--- config.mk ---
export PLATFORM = sky130hd
export DESIGN_NAME = ctr_csr_unit
export DESIGN_NICKNAME = d
export VERILOG_FILES = /design/src/rtl/ctr_csr_pkg.sv /design/src/rtl/ctr_wide_reg.sv /design/src/rtl/ctr_time_view.sv /design/src/rtl/ctr_read_mux.sv /design/src/rtl/ctr_csr_unit.sv
export SDC_FILE = /design/constraint.sdc
export NUM_CORES = 1
export LEC_CHECK = 0
export BUFFER_PORTS_ARGS = -buffer_cell sky130_fd_sc_hd__buf_2
export CAP_MARGIN = 20
export CORE_UTILIZATION = 25
export CTS_CLUSTER_SIZE = 30
export DETAILED_ROUTE_END_ITERATION = 6
export GPL_TIMING_DRIVEN = 0
export SLEW_MARGIN = 30
export SYNTH_ARGS = -nofsm -noshare
export SYNTH_HDL_FRONTEND = slang
export SYNTH_SLANG_ARGS = --single-unit
--- constraint.sdc ---
create_clock -name clk_i -period 5.8 [get_ports clk_i]
set_input_delay 1.45 -clock clk_i [delete_from_list [all_inputs] [get_ports clk_i]]
set_output_delay 1.45 -clock clk_i [all_outputs]
set_load 0.02 [all_outputs]
--- src/rtl/ctr_csr_pkg.sv ---
package ctr_csr_pkg;
  localparam int unsigned XLEN   = 64;
  localparam int unsigned HALF   = XLEN / 2;
  localparam int unsigned AW     = 4;
  localparam int unsigned RET_W  = 2;
  localparam int unsigned NREG_W = 3;  // registers with software write path

  localparam logic [AW-1:0] IDX_CYC = 4'd0;
  localparam logic [AW-1:0] IDX_RET = 4'd2;
  localparam logic [AW-1:0] IDX_TIM = 4'd4;
  localparam logic [AW-1:0] IDX_DLT = 4'd6;

  typedef enum logic [1:0] {SRC_CYC = 2'd0, SRC_RET = 2'd1, SRC_TIM = 2'd2, SRC_DLT = 2'd3} src_e;
endpackage

--- src/rtl/ctr_wide_reg.sv ---
module ctr_wide_reg #(
  parameter int unsigned XW = 64,
  parameter int unsigned IW = 2
) (
  input  logic          clk_i,
  input  logic          rst_ni,
  input  logic [IW-1:0] inc_i,
  input  logic          wr_full_i,
  input  logic          wr_lo_i,
  input  logic          wr_hi_i,
  input  logic [XW-1:0] wdata_i,
  output logic [XW-1:0] val_o
);
  localparam int unsigned HW = XW / 2;

  logic [XW-1:0] val_q, val_d;

  // software write beats increment
  always_comb begin
    if (wr_full_i)    val_d = wdata_i;
    else if (wr_lo_i) val_d = {val_q[XW-1:HW], wdata_i[HW-1:0]};
    else if (wr_hi_i) val_d = {wdata_i[HW-1:0], val_q[HW-1:0]};
    else              val_d = val_q + XW'(inc_i);
  end

  always_ff @(posedge clk_i or negedge rst_ni) begin
    if (!rst_ni) val_q <= '0;
    else         val_q <= val_d;
  end

  assign val_o = val_q;
endmodule

--- src/rtl/ctr_time_view.sv ---
module ctr_time_view #(
  parameter int unsigned XW = 64
) (
  input  logic          clk_i,
  input  logic          rst_ni,
  input  logic          sync_vld_i,
  input  logic [XW-1:0] sync_val_i,
  input  logic          virt_i,
  input  logic [XW-1:0] delta_i,
  output logic [XW-1:0] raw_o,
  output logic [XW-1:0] view_o
);
  logic [XW-1:0] tim_q;

  always_ff @(posedge clk_i or negedge rst_ni) begin
    if (!rst_ni)         tim_q <= '0;
    else if (sync_vld_i) tim_q <= sync_val_i;
  end

  assign raw_o  = tim_q;
  assign view_o = virt_i ? tim_q + delta_i : tim_q;  // wraps mod 2^XW
endmodule

--- src/rtl/ctr_read_mux.sv ---
module ctr_read_mux
  import ctr_csr_pkg::*;
#(
  parameter int unsigned XW = XLEN
) (
  input  logic          rv32_i,
  input  logic [AW-1:0] addr_i,
  input  logic [XW-1:0] cyc_i,
  input  logic [XW-1:0] ret_i,
  input  logic [XW-1:0] tim_i,
  input  logic [XW-1:0] dlt_i,
  output logic [XW-1:0] rdata_o
);
  localparam int unsigned HW = XW / 2;

  logic          in_map;
  src_e          src;
  logic [XW-1:0] sel;

  assign in_map = (addr_i >> 1) < AW'(4);
  assign src    = src_e'(addr_i[2:1]);

  always_comb begin
    unique case (src)
      SRC_CYC: sel = cyc_i;
      SRC_RET: sel = ret_i;
      SRC_TIM: sel = tim_i;
      default: sel = dlt_i;
    endcase
  end

  always_comb begin
    rdata_o = '0;
    if (in_map) begin
      if (rv32_i)          rdata_o = addr_i[0] ? {{HW{1'b0}}, sel[XW-1:HW]} : {{HW{1'b0}}, sel[HW-1:0]};
      else if (!addr_i[0]) rdata_o = sel;
    end
  end
endmodule

--- src/rtl/ctr_csr_unit.sv ---
module ctr_csr_unit
  import ctr_csr_pkg::*;
(
  input  logic             clk_i,
  input  logic             rst_ni,
  input  logic             rv32_i,
  input  logic             virt_i,
  input  logic [AW-1:0]    csr_addr_i,
  input  logic             csr_we_i,
  input  logic [XLEN-1:0]  csr_wdata_i,
  output logic [XLEN-1:0]  csr_rdata_o,
  input  logic [RET_W-1:0] retire_cnt_i,
  input  logic             time_sync_valid_i,
  input  logic [XLEN-1:0]  time_sync_i
);
  localparam logic [AW-1:0] BASE [NREG_W] = '{IDX_CYC, IDX_RET, IDX_DLT};

  logic [NREG_W-1:0][RET_W-1:0] inc;
  logic [NREG_W-1:0][XLEN-1:0]  val;
  logic [XLEN-1:0]              tim_raw, tim_view;

  assign inc[0] = RET_W'(1);
  assign inc[1] = retire_cnt_i;
  assign inc[2] = '0;

  for (genvar g = 0; g < NREG_W; g++) begin : g_reg
    logic lo_hit, hi_hit;
    assign lo_hit = csr_addr_i == BASE[g];
    assign hi_hit = csr_addr_i == BASE[g] + AW'(1);
    ctr_wide_reg #(.XW(XLEN), .IW(RET_W)) u_reg (
      .clk_i     (clk_i),
      .rst_ni    (rst_ni),
      .inc_i     (inc[g]),
      .wr_full_i (csr_we_i & ~rv32_i & lo_hit),
      .wr_lo_i   (csr_we_i &  rv32_i & lo_hit),
      .wr_hi_i   (csr_we_i &  rv32_i & hi_hit),
      .wdata_i   (csr_wdata_i),
      .val_o     (val[g])
    );
  end

  ctr_time_view #(.XW(XLEN)) u_time (
    .clk_i      (clk_i),
    .rst_ni     (rst_ni),
    .sync_vld_i (time_sync_valid_i),
    .sync_val_i (time_sync_i),
    .virt_i     (virt_i),
    .delta_i    (val[2]),
    .raw_o      (tim_raw),
    .view_o     (tim_view)
  );

  ctr_read_mux #(.XW(XLEN)) u_rmux (
    .rv32_i  (rv32_i),
    .addr_i  (csr_addr_i),
    .cyc_i   (val[0]),
    .ret_i   (val[1]),
    .tim_i   (tim_view),
    .dlt_i   (val[2]),
    .rdata_o (csr_rdata_o)
  );
endmodule

==> key figures <==
Synthesis
  • Post-synthesis register bit count: 256
  • Synth async-reset ratio: 100%
  • Count of distinct cell types in the synthesized netlist: between 90 and 100
  • Share of synthesized cell area in and, or, nand and nor gates: roughly 18%
  • Post-synthesis share of cell area spent on xor and xnor gates: 4.71%
  • Share of the synthesized area in compound gates (AO/OA/AOI/OAI): 24.8%
  • Number of warnings printed during yosys synthesis: 0
  • Post-synthesis share of cell area spent on full adders, half adders and majority gates: about 4.3%
  • Synthesized area per cell: between 8 and 9 µm²
  • Dominant combinational cell family by area after synthesis: compound AO/OA/AOI/OAI gates
  • Multiplexer fraction of the synthesized cell area: 12.0%
  • EDFF count, synth: 0
  • Share of synthesized area occupied by flip-flops and latches: 31.9%
  • Syn nets: 2615
  • Leading register cell type out of synthesis: dfrtp_1
  • Count of mapped cells out of synthesis: 2407
  • Post-synth design cell area: between 0.02 and 0.025 mm²

Final layout
  • Leading cell type in the layout, fill and taps excluded: a21oi_1
  • Final net count: 2860
  • Share of post-route cells with drive strength above 1: 19.8%
  • Fin util: 30.4%
  • Number of fill cells: 8516
  • Most used cells in the layout excluding fill and tap cells: 309 x a21oi_1, 256 x dfrtp_1, 216 x nand2_1
  • Syn-to-layout area delta: 19.9%
  • Layout Cell Area excl Fill: 0.0241 mm²

STA
  • Unrepaired setup endpoints after global routing: true
  • Final-report hold violation count: 0
  • Relative max-transition margin: 40.9%
  • Final worst path period need: around 5800 ps
  • Final Slew Violations: 0
  • Min setup slack post-route: -17.3 ps
  • Slew of the pin with the lowest slew margin: 886 ps
  • Final Setup Violations: 2
  • Final setup skew: 15.4 ps
  • Highest attainable clock frequency: 0.172 GHz
  • Fraction of the cycle the final worst path needs: 100%

Routing
  • Vias per cell: a little under 6
  • Count of unresolved DRC violations after routing: 0
  • Iteration count of the initial detailed-routing pass: 6
  • Routed vias: 21659
  • Routed len/inst: about 28 µm
  • Starting DRT DRC Count: approximately 3000
  • Detailed-route wire length: 105000 µm
  • Number of antenna-violating nets in the routed design: 0

Worst setup path
  • Worst path cell trace: clkbuf_2, buf_2, buf_2, mux2i_1, a21oi_1, o221ai_1, o31ai_1, buf_2
  • Largest stage delay, worst path: 650 ps
  • Critical Path Most Common Cell: buf_2
  • Launch point of the worst reg-to-reg path: g_reg[1].u_reg.val_o[0]$_DFFE_PN0P_
  • Category of the worst setup path capture point: output pin
  • Reg-to-reg slack, setup: 1900 ps
  • Data arrival time at the worst-slack endpoint: 4370 ps
  • R2R cell count: 12
  • Crit Path Category: primary input to output pin
  • Reg-to-reg endpoint: g_reg[1].u_reg.val_o[42]$_DFFE_PN0P_
  • Worst path required time: 4350 ps
  • Type of origin of the critical path: primary input
  • Slowest stage cell, crit path: o221ai_1
  • Highest net fanout along the worst path: 10

Die
  • Floorplan die height: 286 µm
  • Die span in x: 286 µm
  • Number of ports placed on the die boundary: 204
  • Core area: 0.0793 mm²
  • Cell Rows: 103
  • Effective utilization at floorplan: between 20% and 30%
  • Floorplan die area: 0.0815 mm²

Power
  • Power density over the cells: 362 mW/mm²
  • Leakage power of the design: approximately 9.8 nW
  • IR drop worst, VDD: roughly 0.18 mV
  • Total power draw: a little under 0.009 W

Placement
  • IO Port Bufs: 200
  • DP Worst Slack: -1000 ps
  • Final GP Congestion: between 1 and 1.5
  • Cell area after placement: 0.0225 mm²
  • Placed wire-length estimate: roughly 82000 µm

Global route
  • Busiest grt layer: met2
  • Global-route wire length before repair: roughly 150000 µm
  • Pin count of the biggest net entering global routing: 78
  • M3 GR Usage: under 10%
  • Number of antenna violations at the first check in global routing: 11
  • Vias in the first global route: approximately 20000
  • Remaining global-route overflow: 0
  • Overall routing resource usage: 25.0%
  • Met1 track demand over resource: roughly 34%
  • Global routing met2 resource utilization: 35.3%

Run status
  • Status: finished with violations
  • Violations in the final reports: negative setup slack

Worst hold path
  • Endpoint, Worst Hold: g_reg[2].u_reg.val_o[62]$_DFFE_PN0P_
  • Worst Hold Path Cells: 2
  • Worst hold path class: flip-flop to flip-flop
  • Worst Hold Launch: g_reg[2].u_reg.val_o[62]$_DFFE_PN0P_

CTS
  • Number of buffers created by CTS: 34
  • Clock-pin slew of the registers on the worst-case setup and hold paths: 50 ps
  • Clock buffer depth: 3
  • Insertion delay to the later sink of the worst-skew pair: about 570 ps
  • Count of H-tree levels built during CTS: 2
  • Num Clock Sinks: 256
  • Clock root buffer master: clkbuf_16
  • CTS tree: done
  • CTS Hold Buffers Added: 0

Flow run
  • Number of violations of the max-capacitance limit: 0
-- repair_timing --
item	4_1_cts	5_1_grt
gates cloned	0	0
pin swaps	5	10
gates resized for setup	57	36
endpoints found under the setup margin	60	37
buffers inserted	4	2
-- power by group --
part	switching (W)	internal, W	total, W
clock	0.000947	0.00135	0.00230
combinational	0.00213	0.00138	0.00351
sequential	0.000705	0.00220	0.00291
total	0.00379	0.00493	0.00872
-- how the worst max path moves through the flow --
stage | depth (start not counted) | end | slack [ps] | start
2_1_floorplan | 5 | csr_rdata_o[24] | 870 | csr_addr_i[1]
3_3_place_gp | 1 | u_time.raw_o[52]$_DFFE_PN0P_ | -1830 | rst_ni
3_5_place_dp | 7 | csr_rdata_o[19] | -1000 | virt_i
4_1_cts | 13 | csr_rdata_o[19] | -70 | u_time.raw_o[6]$_DFFE_PN0P_
5_1_grt | 14 | csr_rdata_o[31] | -30 | u_time.raw_o[5]$_DFFE_PN0P_
6_report | 8 | csr_rdata_o[29] | -20 | csr_addr_i[1]
-- sequential cells by signal (all words and copies together), names as in the netlist --
name and cells:
g.u_reg.val_o 192, u_time.raw_o 64
-- synth_stat cells, types with 18 or more instances --
| master | number | area [µm²] |
|---|---|---|
| or3_1 | 18 | 113 |
| nand3_1 | 84 | 420 |
| nand2_1 | 216 | 811 |
| o21ai_0 | 207 | 1040 |
| dfrtp_1 | 256 | 6410 |
| a21oi_1 | 314 | 1570 |
| o22ai_1 | 58 | 363 |
| and3_1 | 30 | 188 |
| a21o_1 | 22 | 165 |
| nor3_1 | 38 | 190 |
| a211oi_1 | 18 | 135 |
| buf_1 | 21 | 78.8 |
| inv_1 | 39 | 146 |
| xor2_1 | 60 | 526 |
| nor3b_1 | 27 | 203 |
| nand4_1 | 45 | 282 |
| mux2_2 | 122 | 1370 |
| mux2i_1 | 68 | 681 |
| ha_1 | 66 | 826 |
| clkbuf_1 | 125 | 469 |
| o211ai_1 | 30 | 225 |
| nor2_1 | 216 | 811 |
| o32ai_1 | 21 | 184 |
| xnor2_1 | 48 | 420 |
-- area by class of cell --
type / count / area, µm² / share of cell area, %
repair buffers: 211 / 1160 / 4.82
diodes: 2 / 5.00 / 0.0208
clock inverters: 23 / 282 / 1.17
multi-input cells: 1947 / 13100 / 54.3
inverters: 40 / 150 / 0.623
plain buffers: 162 / 800 / 3.32
well taps: 1050 / 1310 / 5.45
flip-flops and latches: 256 / 6410 / 26.6
clock buffers: 39 / 900 / 3.73
-- cell families (layout without fill, tap and decap cells) --
family,Yosys count,in the layout
compound gates,820,820
xor+xnor,108,108
fa+ha+maj,68,68
buf+inv,204,475
flops,256,256
mux,206,206
other cells,0,2
simple gates,745,745
-- per-stage QoR --
step	instances	hold slack (ps)	TNS, ps
CTS	3727	544	-73.3
floorplan	2407	467	0
global placement	3657	525	-496540
global route	3730	581	-54.8
finish	3730	532	-31.1
detailed placement	3662	534	-22430
-- critical path: cells and delay by family --
family / cells / cell delay (ps)
AOI/OAI and AO/OA: 3 / 1010
muxes: 1 / 430
buffers and inverters: 4 / 1450
-- layer usage --
layer / share of wire [%] / vias to the layer above
met5: 0.077 / -
met4: 6.6 / 14
met3: 12 / 295
met2: 40 / 1471
met1: 41 / 10383
li1: - / 9496
No activity file was read; power rests on OpenSTA's default activity.
